`src/rtl/vwin_pkg.sv`:
```
package vwin_pkg;

   typedef enum logic [1:0] {
      OVS_IDLE  = 2'd0,
      OVS_DRAIN = 2'd1,
      OVS_SAFE  = 2'd2
   } ovs_e;

   localparam int unsigned FLAG_HI = 1;
   localparam int unsigned FLAG_LO = 0;
   localparam int unsigned N_FLAGS = 2;

endpackage

```
`src/rtl/vwin_sync.sv`:
```
module vwin_sync #(
   parameter int unsigned WIDTH  = 2,
   parameter int unsigned STAGES = 2
) (
   input  logic             clk,
   input  logic             rst_n,
   input  logic [WIDTH-1:0] d_i,
   output logic [WIDTH-1:0] q_o
);

   if (STAGES < 2) begin : g_bad_stages
      $error("vwin_sync: STAGES must be at least 2");
   end
   if (WIDTH < 1) begin : g_bad_width
      $error("vwin_sync: WIDTH must be at least 1");
   end

   logic [WIDTH-1:0] chain_q [STAGES];

   for (genvar s = 0; s < STAGES; s++) begin : g_stage
      if (s == 0) begin : g_first
         always_ff @(posedge clk or negedge rst_n) begin
            if (!rst_n) chain_q[s] <= '0;
            else        chain_q[s] <= d_i;
         end
      end else begin : g_next
         always_ff @(posedge clk or negedge rst_n) begin
            if (!rst_n) chain_q[s] <= '0;
            else        chain_q[s] <= chain_q[s-1];
         end
      end
   end

   assign q_o = chain_q[STAGES-1];

endmodule

```
`src/rtl/vwin_qualify.sv`:
```
module vwin_qualify #(
   parameter int unsigned QUAL_CYCLES = 256
) (
   input  logic clk,
   input  logic rst_n,
   input  logic in_win_i,
   input  logic block_i,
   output logic pg_o
);

   localparam int unsigned CNT_W = $clog2(QUAL_CYCLES + 1);
   localparam logic [CNT_W-1:0] CNT_FULL = CNT_W'(QUAL_CYCLES);

   if (QUAL_CYCLES < 1) begin : g_bad_qual
      $error("vwin_qualify: QUAL_CYCLES must be at least 1");
   end

   logic [CNT_W-1:0] cnt_q;
   logic             full;

   assign full = (cnt_q == CNT_FULL);

   always_ff @(posedge clk or negedge rst_n) begin
      if (!rst_n)          cnt_q <= '0;
      else if (!in_win_i)  cnt_q <= '0;
      else if (!full)      cnt_q <= cnt_q + 1'b1;
   end

   // Immediate drop on window exit; latched fault masks the flag.
   assign pg_o = in_win_i && full && !block_i;

   // any exit restarts qualification
   p_restart_r3: assert property (@(posedge clk) disable iff (!rst_n)
      !in_win_i |=> (cnt_q == '0));

   // power-good never rises without the window held the cycle before
   p_rise_held_r2: assert property (@(posedge clk) disable iff (!rst_n)
      $rose(pg_o) |-> $past(in_win_i));

   // fault mask wins over a full count
   p_blocked_r9: assert property (@(posedge clk) disable iff (!rst_n)
      block_i |-> !pg_o);

endmodule

```
`src/rtl/vwin_ovseq.sv`:
```
module vwin_ovseq
   import vwin_pkg::*;
(
   input  logic clk,
   input  logic rst_n,
   input  logic ov_i,
   output logic hs_off_o,
   output logic ls_on_o,
   output logic ls_off_o,
   output logic fault_o
);

   ovs_e state_q, state_d;

   always_comb begin
      state_d = state_q;
      unique case (state_q)
         OVS_IDLE:  if (ov_i)  state_d = OVS_DRAIN;
         OVS_DRAIN: if (!ov_i) state_d = OVS_SAFE;
         OVS_SAFE:  if (ov_i)  state_d = OVS_DRAIN;
         default:              state_d = OVS_SAFE;
      endcase
   end

   always_ff @(posedge clk or negedge rst_n) begin
      if (!rst_n) state_q <= OVS_IDLE;
      else        state_q <= state_d;
   end

   assign hs_off_o = (state_q != OVS_IDLE);
   assign ls_on_o  = (state_q == OVS_DRAIN);
   assign ls_off_o = (state_q == OVS_SAFE);
   assign fault_o  = (state_q != OVS_IDLE);

   // a trip from idle lands in discharge
   p_trip_r5: assert property (@(posedge clk) disable iff (!rst_n)
      (state_q == OVS_IDLE && ov_i) |=> (ls_on_o && hs_off_o));

   // end of trip moves to both-off
   p_release_r6: assert property (@(posedge clk) disable iff (!rst_n)
      (state_q == OVS_DRAIN && !ov_i) |=> (ls_off_o && !ls_on_o));

   // both-off holds without a new trip
   p_latch_r7: assert property (@(posedge clk) disable iff (!rst_n)
      (ls_off_o && !ov_i) |=> ls_off_o);

   // new trip from both-off re-enters discharge
   p_rearm_r8: assert property (@(posedge clk) disable iff (!rst_n)
      (ls_off_o && ov_i) |=> ls_on_o);

   // fault never clears without reset
   p_sticky_r7: assert property (@(posedge clk) disable iff (!rst_n)
      fault_o |=> fault_o);

endmodule

```
`src/rtl/vwin_supervisor.sv`:
```
module vwin_supervisor
   import vwin_pkg::*;
#(
   parameter int unsigned SYNC_STAGES = 2,
   parameter int unsigned QUAL_CYCLES = 256
) (
   input  logic clk,
   input  logic rst_n,
   input  logic cmp_hi_i,
   input  logic cmp_lo_i,
   output logic pgood_o,
   output logic pgood_pd_o,
   output logic hs_off_o,
   output logic ls_on_o,
   output logic ls_off_o,
   output logic fault_o
);

   logic [N_FLAGS-1:0] flags_raw, flags_s;
   logic               in_win_s, ov_s;
   logic               pg_int;

   assign flags_raw[FLAG_HI] = cmp_hi_i;
   assign flags_raw[FLAG_LO] = cmp_lo_i;

   vwin_sync #(
      .WIDTH  (N_FLAGS),
      .STAGES (SYNC_STAGES)
   ) u_sync (
      .clk   (clk),
      .rst_n (rst_n),
      .d_i   (flags_raw),
      .q_o   (flags_s)
   );

   assign ov_s     = flags_s[FLAG_HI];
   assign in_win_s = flags_s[FLAG_LO] && !flags_s[FLAG_HI];

   vwin_ovseq u_ovseq (
      .clk      (clk),
      .rst_n    (rst_n),
      .ov_i     (ov_s),
      .hs_off_o (hs_off_o),
      .ls_on_o  (ls_on_o),
      .ls_off_o (ls_off_o),
      .fault_o  (fault_o)
   );

   vwin_qualify #(
      .QUAL_CYCLES (QUAL_CYCLES)
   ) u_qual (
      .clk      (clk),
      .rst_n    (rst_n),
      .in_win_i (in_win_s),
      .block_i  (fault_o),
      .pg_o     (pg_int)
   );

   assign pgood_o    = pg_int;
   assign pgood_pd_o = !pg_int;

   // no shoot-through request, no conflicting low-side request
   p_no_overlap_r10: assert property (@(posedge clk) disable iff (!rst_n)
      !(ls_on_o && ls_off_o) && (!ls_on_o || hs_off_o));

   // synchronized window exit drops power-good in the same cycle
   p_exit_drop_r3: assert property (@(posedge clk) disable iff (!rst_n)
      !in_win_s |-> !pgood_o);

   // pin enable mirrors the flag
   p_od_mirror_r4: assert property (@(posedge clk) disable iff (!rst_n)
      pgood_pd_o != pgood_o);

endmodule

```
`config.mk`:
```
export PLATFORM = sky130hd
export DESIGN_NAME = vwin_supervisor
export DESIGN_NICKNAME = d
export VERILOG_FILES = /design/src/rtl/vwin_pkg.sv /design/src/rtl/vwin_sync.sv /design/src/rtl/vwin_qualify.sv /design/src/rtl/vwin_ovseq.sv /design/src/rtl/vwin_supervisor.sv
export SDC_FILE = /design/constraint.sdc
export NUM_CORES = 1
export LEC_CHECK = 0
export CORE_AREA = 2 2 43 45
export DETAILED_ROUTE_END_ITERATION = 12
export DIE_AREA = 0 0 45 47
export GPL_TIMING_DRIVEN = 0
export HOLD_SLACK_MARGIN = 0.05
export PLACE_DENSITY_LB_ADDON = 0.08
export SLEW_MARGIN = 20
export SYNTH_ARGS = -nofsm -noshare
export SYNTH_HDL_FRONTEND = slang
export SYNTH_SLANG_ARGS = --single-unit
export TNS_END_PERCENT = 1
```
`constraint.sdc`:
```
create_clock -name clk -period 1.45 [get_ports clk]
set_input_delay 0.2175 -clock clk [delete_from_list [all_inputs] [get_ports clk]]
set_output_delay 0.2175 -clock clk [all_outputs]
set_load 0.05 [all_outputs]
```
Yosys cells after proc, flatten, opt, wreduce, memory -nomap -nowiden

Cells that the tools add are included.

Bits in registers: 15
Logic and storage cells: 26
Input bits: 4
Output and inout port bits: 6

Add/subtract/negate cells: 1
Eq/ne operators: 6
Reduce and logical (&&, ||, !) cells: 10
Muxes and demuxes: 5

Operators with widths:

| operator                                      | count |
|---|---|
| two-way mux 9 bit                             | 2 |
| adder 9 x 1 -> 9 bit, second input constant   | 1 |
| == test 9 bit, second input constant          | 1 |
| two-way mux 2 bit                             | 2 |
| != test 2 bit, second input constant          | 2 |
| one-hot mux 2 bit (2 select lines)            | 1 |
| logical AND 1 bit                             | 3 |
| logical NOT 1 bit                             | 3 |
| == test 2 x 1 -> 1 bit, second input constant | 1 |
| == test 2 bit, second input constant          | 1 |
| logical NOT 2 bit                             | 1 |
| != test 2 x 1 -> 1 bit, second input constant | 1 |
| AND reduction 2 bit                           | 1 |
| nonzero test 2 bit                            | 1 |
| OR reduction 2 bit                            | 1 |

Logic depth before layout (Yosys ltp)

Gate-level depths: netlist of run 1.

Word-level depth: 5
Mapped depth: 5
Gate-level depth less buffers: 5

Cells and area by module

Synthesis of run 1 repeated with hierarchy kept, for this count alone.

Cells, all modules: 67
Area total of the unflattened synthesis: 729.4 µm²

Modules (own cells, without submodules):

| module          | area each (µm²) | instances | cells an instance | sequential area each (µm²) |
|---|---|---|---|---|
| vwin_qualify    | 499.2           | 1         | 50                | 225.2 |
| vwin_sync       | 115.1           | 1         | 6                 | 100.1 |
| vwin_ovseq      | 97.6            | 1         | 9                 | 50.0 |
| vwin_supervisor | 17.5            | 1         | 2                 | 0.0 |

Worst setup path after synthesis of run 1

No wires, ideal clock.

Path kind: reg-to-output
Start: reg u_qual.cnt_q[5]
End: out pgood_o
Cell stages (with the launch flop): 4
Arrival: 1.518 ns
Setup slack: -0.285 ns
Buffers on the path: 0
Data required time: 1.233 ns
Cells stage by stage: dfrtp_1 > or4_4 > nor2_2 > and3_1

Longest elaborated chain between the ends: 3

RTL lines:

| item                            | RTL line              | source |
|---|---|---|
| start, declared                 | vwin_qualify.sv:18    | `logic [CNT_W-1:0] cnt_q;` |
| start signal, assigned          | vwin_qualify.sv:26    | `else if (!full) cnt_q <= cnt_q + 1'b1;` |
| == test 9 bit                   | vwin_qualify.sv:21    | `assign full = (cnt_q == CNT_FULL);` |
| logical AND 1 bit (2 in series) | vwin_qualify.sv:30    | `assign pg_o = in_win_i && full && !block_i;` |
| end, declared                   | vwin_supervisor.sv:11 | `output logic pgood_o,` |

No other way between the ends.

Worst setup path in the final report of run 1

Start: reg u_qual.cnt_q[4]
End: out pgood_o

The elaborated chain is that of the path after synthesis.

==> flow_summary_export.csv, run 1 <==
group,metric,value,unit
global_routing,grt-ovfl-total,0,
pwr,pwr_density_cell,875,mW/mm²
sta,hold_ws,0.340,ns
sta,relSlewSlack,54.7,%
synth,netlist_instances,68,
routing,avgRoutedWirePerCell,12.1,µm
sta,setup_viol,4,
routing,vias,566,
pwr,pwr-share-comb,15.1,%
die,start_util,42.4,%
die,pin_count,10,
routing,drt-initial-drc-count,8,
synth,yosysWarnings,0,
die,num_rows,15,
clocking,clkSlewWorstSetupHoldPaths,0.09,ns
die,fp.dieW,45,µm
sta,fin_skew,0.00472,ns
finish,fin_nets,95,
synth,ys.flop_type,"dfrtp_1",
finish,antenna_cells,0,
min_path,hp-class,"input port to async pin",
synth,async_reset_ff_share,100,%
global_routing,grt_max_degree,16,
pwr,p_clk_share,29.5,%
die,coreArea,0.00165,mm²
die,die_y,47,µm
global_routing,grt_usage,15.3,%
place,port_buffers,9,
place,routabilityCongestion,0.713,
synth,yosys.cell_types.count,27,
sta,final_hold_viol_count,0,
synth,synth_seq_cells,15,
place,hpwlAfterDp,841,µm
routing,firstDrtPassIters,4,
global_routing,antenna_found_initial,0,
pwr,swShare,28.4,%
outcome,violations,"negative setup slack",
synth,synthTopCellsByArea,"dfrtp_1, a21oi_1, ha_1",
sta,period_needed,1.89,ns
sta,max_freq,528,MHz
routing,drcViolationCount,0,
finish,fillerInstances,156,
pwr,seqPwrFrac,55.4,%
worst_setup_path,required,1.23,ns
worst_setup_path,worst_setup_path_end_kind,"output pin",
synth,synth_area_per_cell,10.3,µm²
sta,period_share,131,%
synth,yosysSeqAreaShare,53.6,%
clocking,cts-root-buf,"clkbuf_4",
worst_setup_path,cp.arrival,1.68,ns
clocking,htree_levels,1,
pwr,vdd_drop_max,0.000699,V
sta,finalSetupTns,-0.938,ns
clocking,clockBufferDepth,2,
finish,multiInputGateArea,329,µm²
sta,rsz0062_at_grt,"true",
global_routing,grt_pass1_wl,2170,µm
worst_setup_path,critPathLaunchType,"register",
routing,ant_nets,0,
synth,synth.most_common_cell,"dfrtp_1",
routing,postRouteWirelength,1270,µm
clocking,cts_tree,"built",
synth,synthTopCellsByCount,"dfrtp_1, a21oi_1, nand3_1, o21ai_0",
sta,worst_pin_slew,0.678,ns
synth,synth_nets,74,
finish,final-seq-area,375,µm²
finish,drive_gt1_share,29.5,%
clocking,insertion_delay,0.28,ns
outcome,status,"finished with violations",
die,design.die.area,0.00212,mm²
clocking,cts_num_sinks,15,
global_routing,grt_pass1_vias,496,
synth,synth_area_leader_cell,"dfrtp_1",
sta,slew_violations,0,
pwr,p_sw,0.000228,W
pwr,p_int,0.000576,W
synth,synth.top_cell.area_share,53.6,%
worst_setup_path,cp_max_fo,3,
worst_setup_path,worstSetupPathType,"register to output pin",
routing,viasPerCell,5.39,
synth,synth_edf_count,0,
pwr,power.leakage,0.384,nW
synth,synth_area,701,µm²
job,max_cap_violations,0,
clocking,cts_buffers,3,
sta,layout_setup_ws,-0.443,ns
finish,syn_to_final_growth,31.1,%
==> layout by cell type, fill, tap and decap left out, types with 2 or more instances in the layout <==
cell type,count
dfrtp_1,15
buf_4,8
a21oi_1,6
o21ai_0,5
inv_1,4
nor2b_1,3
nand3_1,3
or3_1,3
nor2_1,3
clkbuf_4,3
clkdlybuf4s50_1,3
nor2_4,2
nand3_2,2
nand4_1,2
nand2b_1,2
nor3_1,2
buf_6,2
buf_2,2
==> final cells by class <==
class	count	area share [%]
clock inverter	1	0.545
buffer	2	1.23
tap	17	2.32
clock buffer	3	2.45
multi-input combinational	47	35.8
timing repair buffer	16	15.1
sequential	15	40.9
inverter	4	1.63
==> timing repair <==
action,4_1_cts,5_1_grt
setup endpoints to repair,6,11
buffers inserted,5,2
pin swaps,3,1
hold buffers,0,0
gates resized for setup,27,6
==> per-layer routing <==
| layer | up-vias | part of all wire (%) | GRT usage, % |
|---|---|---|---|
| li1 | 281 | - | - |
| met1 | 269 | 50 | 18.2 |
| met2 | 14 | 44 | 23.1 |
| met3 | 2 | 4.2 | 5.77 |
| met4 | 0 | 1.7 | 10.6 |
| met5 | - | 0 | 0 |
==> flip-flops by register name (all words and copies together) (netlist names) <==
signal and flops:
u_sync.q_o 2, u_ovseq.state_q 2, u_qual.cnt_q 9, u_sync.chain_q 2
==> metrics by stage <==
stage | power (W) | setup slack (ns) | cells | util, % | instance area (µm²)
floorplan | 0.000528 | -0.115 | 68 | - | 716
detailed placement | 0.000575 | -0.858 | 94 | 50.1 | 827
global route | 0.000852 | -0.528 | 105 | 55.6 | 918
CTS | 0.000820 | -0.487 | 103 | 55.0 | 908
global placement | 0.000575 | -0.844 | 94 | 50.1 | 827
finish | 0.000804 | -0.443 | 105 | 55.6 | 918
==> worst max-delay path, stage by stage, from the launching register on <==
cell,delay (ns)
dfrtp_1,0.39
or4_4,0.56
nor2_4,0.12
and3_4,0.19
buf_8,0.14
==> kinds of logic after synthesis <==
group,count (synthesis),share of synthesized area (%)
XOR/XNOR,2,2.50
flip-flops,15,53.6
buffers and inverters,6,3.75
AO/OA/AOI/OAI,13,9.82
adder cells (fa/ha/maj),2,3.57
AND/OR/NAND/NOR,30,26.8
==> power groups by stage <==
stage / logic [W] / clock network [W] / registers [W]
3_3_place_gp: 0.000124 / 0 / 0.000451
5_1_grt: 0.000131 / 0.000274 / 0.000447
3_5_place_dp: 0.000125 / 0 / 0.000451
4_1_cts: 0.000125 / 0.000250 / 0.000445
6_report: 0.000122 / 0.000237 / 0.000445
2_1_floorplan: 0.0000795 / 0 / 0.000448
==> worst paths after layout <==
path,slack [ns],end,cells after the start,start
min in group clk,0.35,u_sync.q_o[0],0,u_sync.chain_q[2]
max in group asynchronous,0.68,u_qual.cnt_q[4],1,rst_n
worst max-delay path,-0.44,pgood_o,4,u_qual.cnt_q[4]
worst min-delay path,0.34,u_qual.cnt_q[6],1,rst_n
worst min register to register,0.35,u_sync.q_o[0],0,u_sync.chain_q[2]
worst max register to register,-0.02,u_qual.cnt_q[1],4,u_qual.cnt_q[4]
Note: power is estimated with default switching activity, not from simulation.
==> inputs of run 2 (changes only) <==
Settings changed: SLEW_MARGIN 20 to not set.
==> results of run 2 <==
Same layout as run 1: the final DEF is identical, and so are final timing and power.
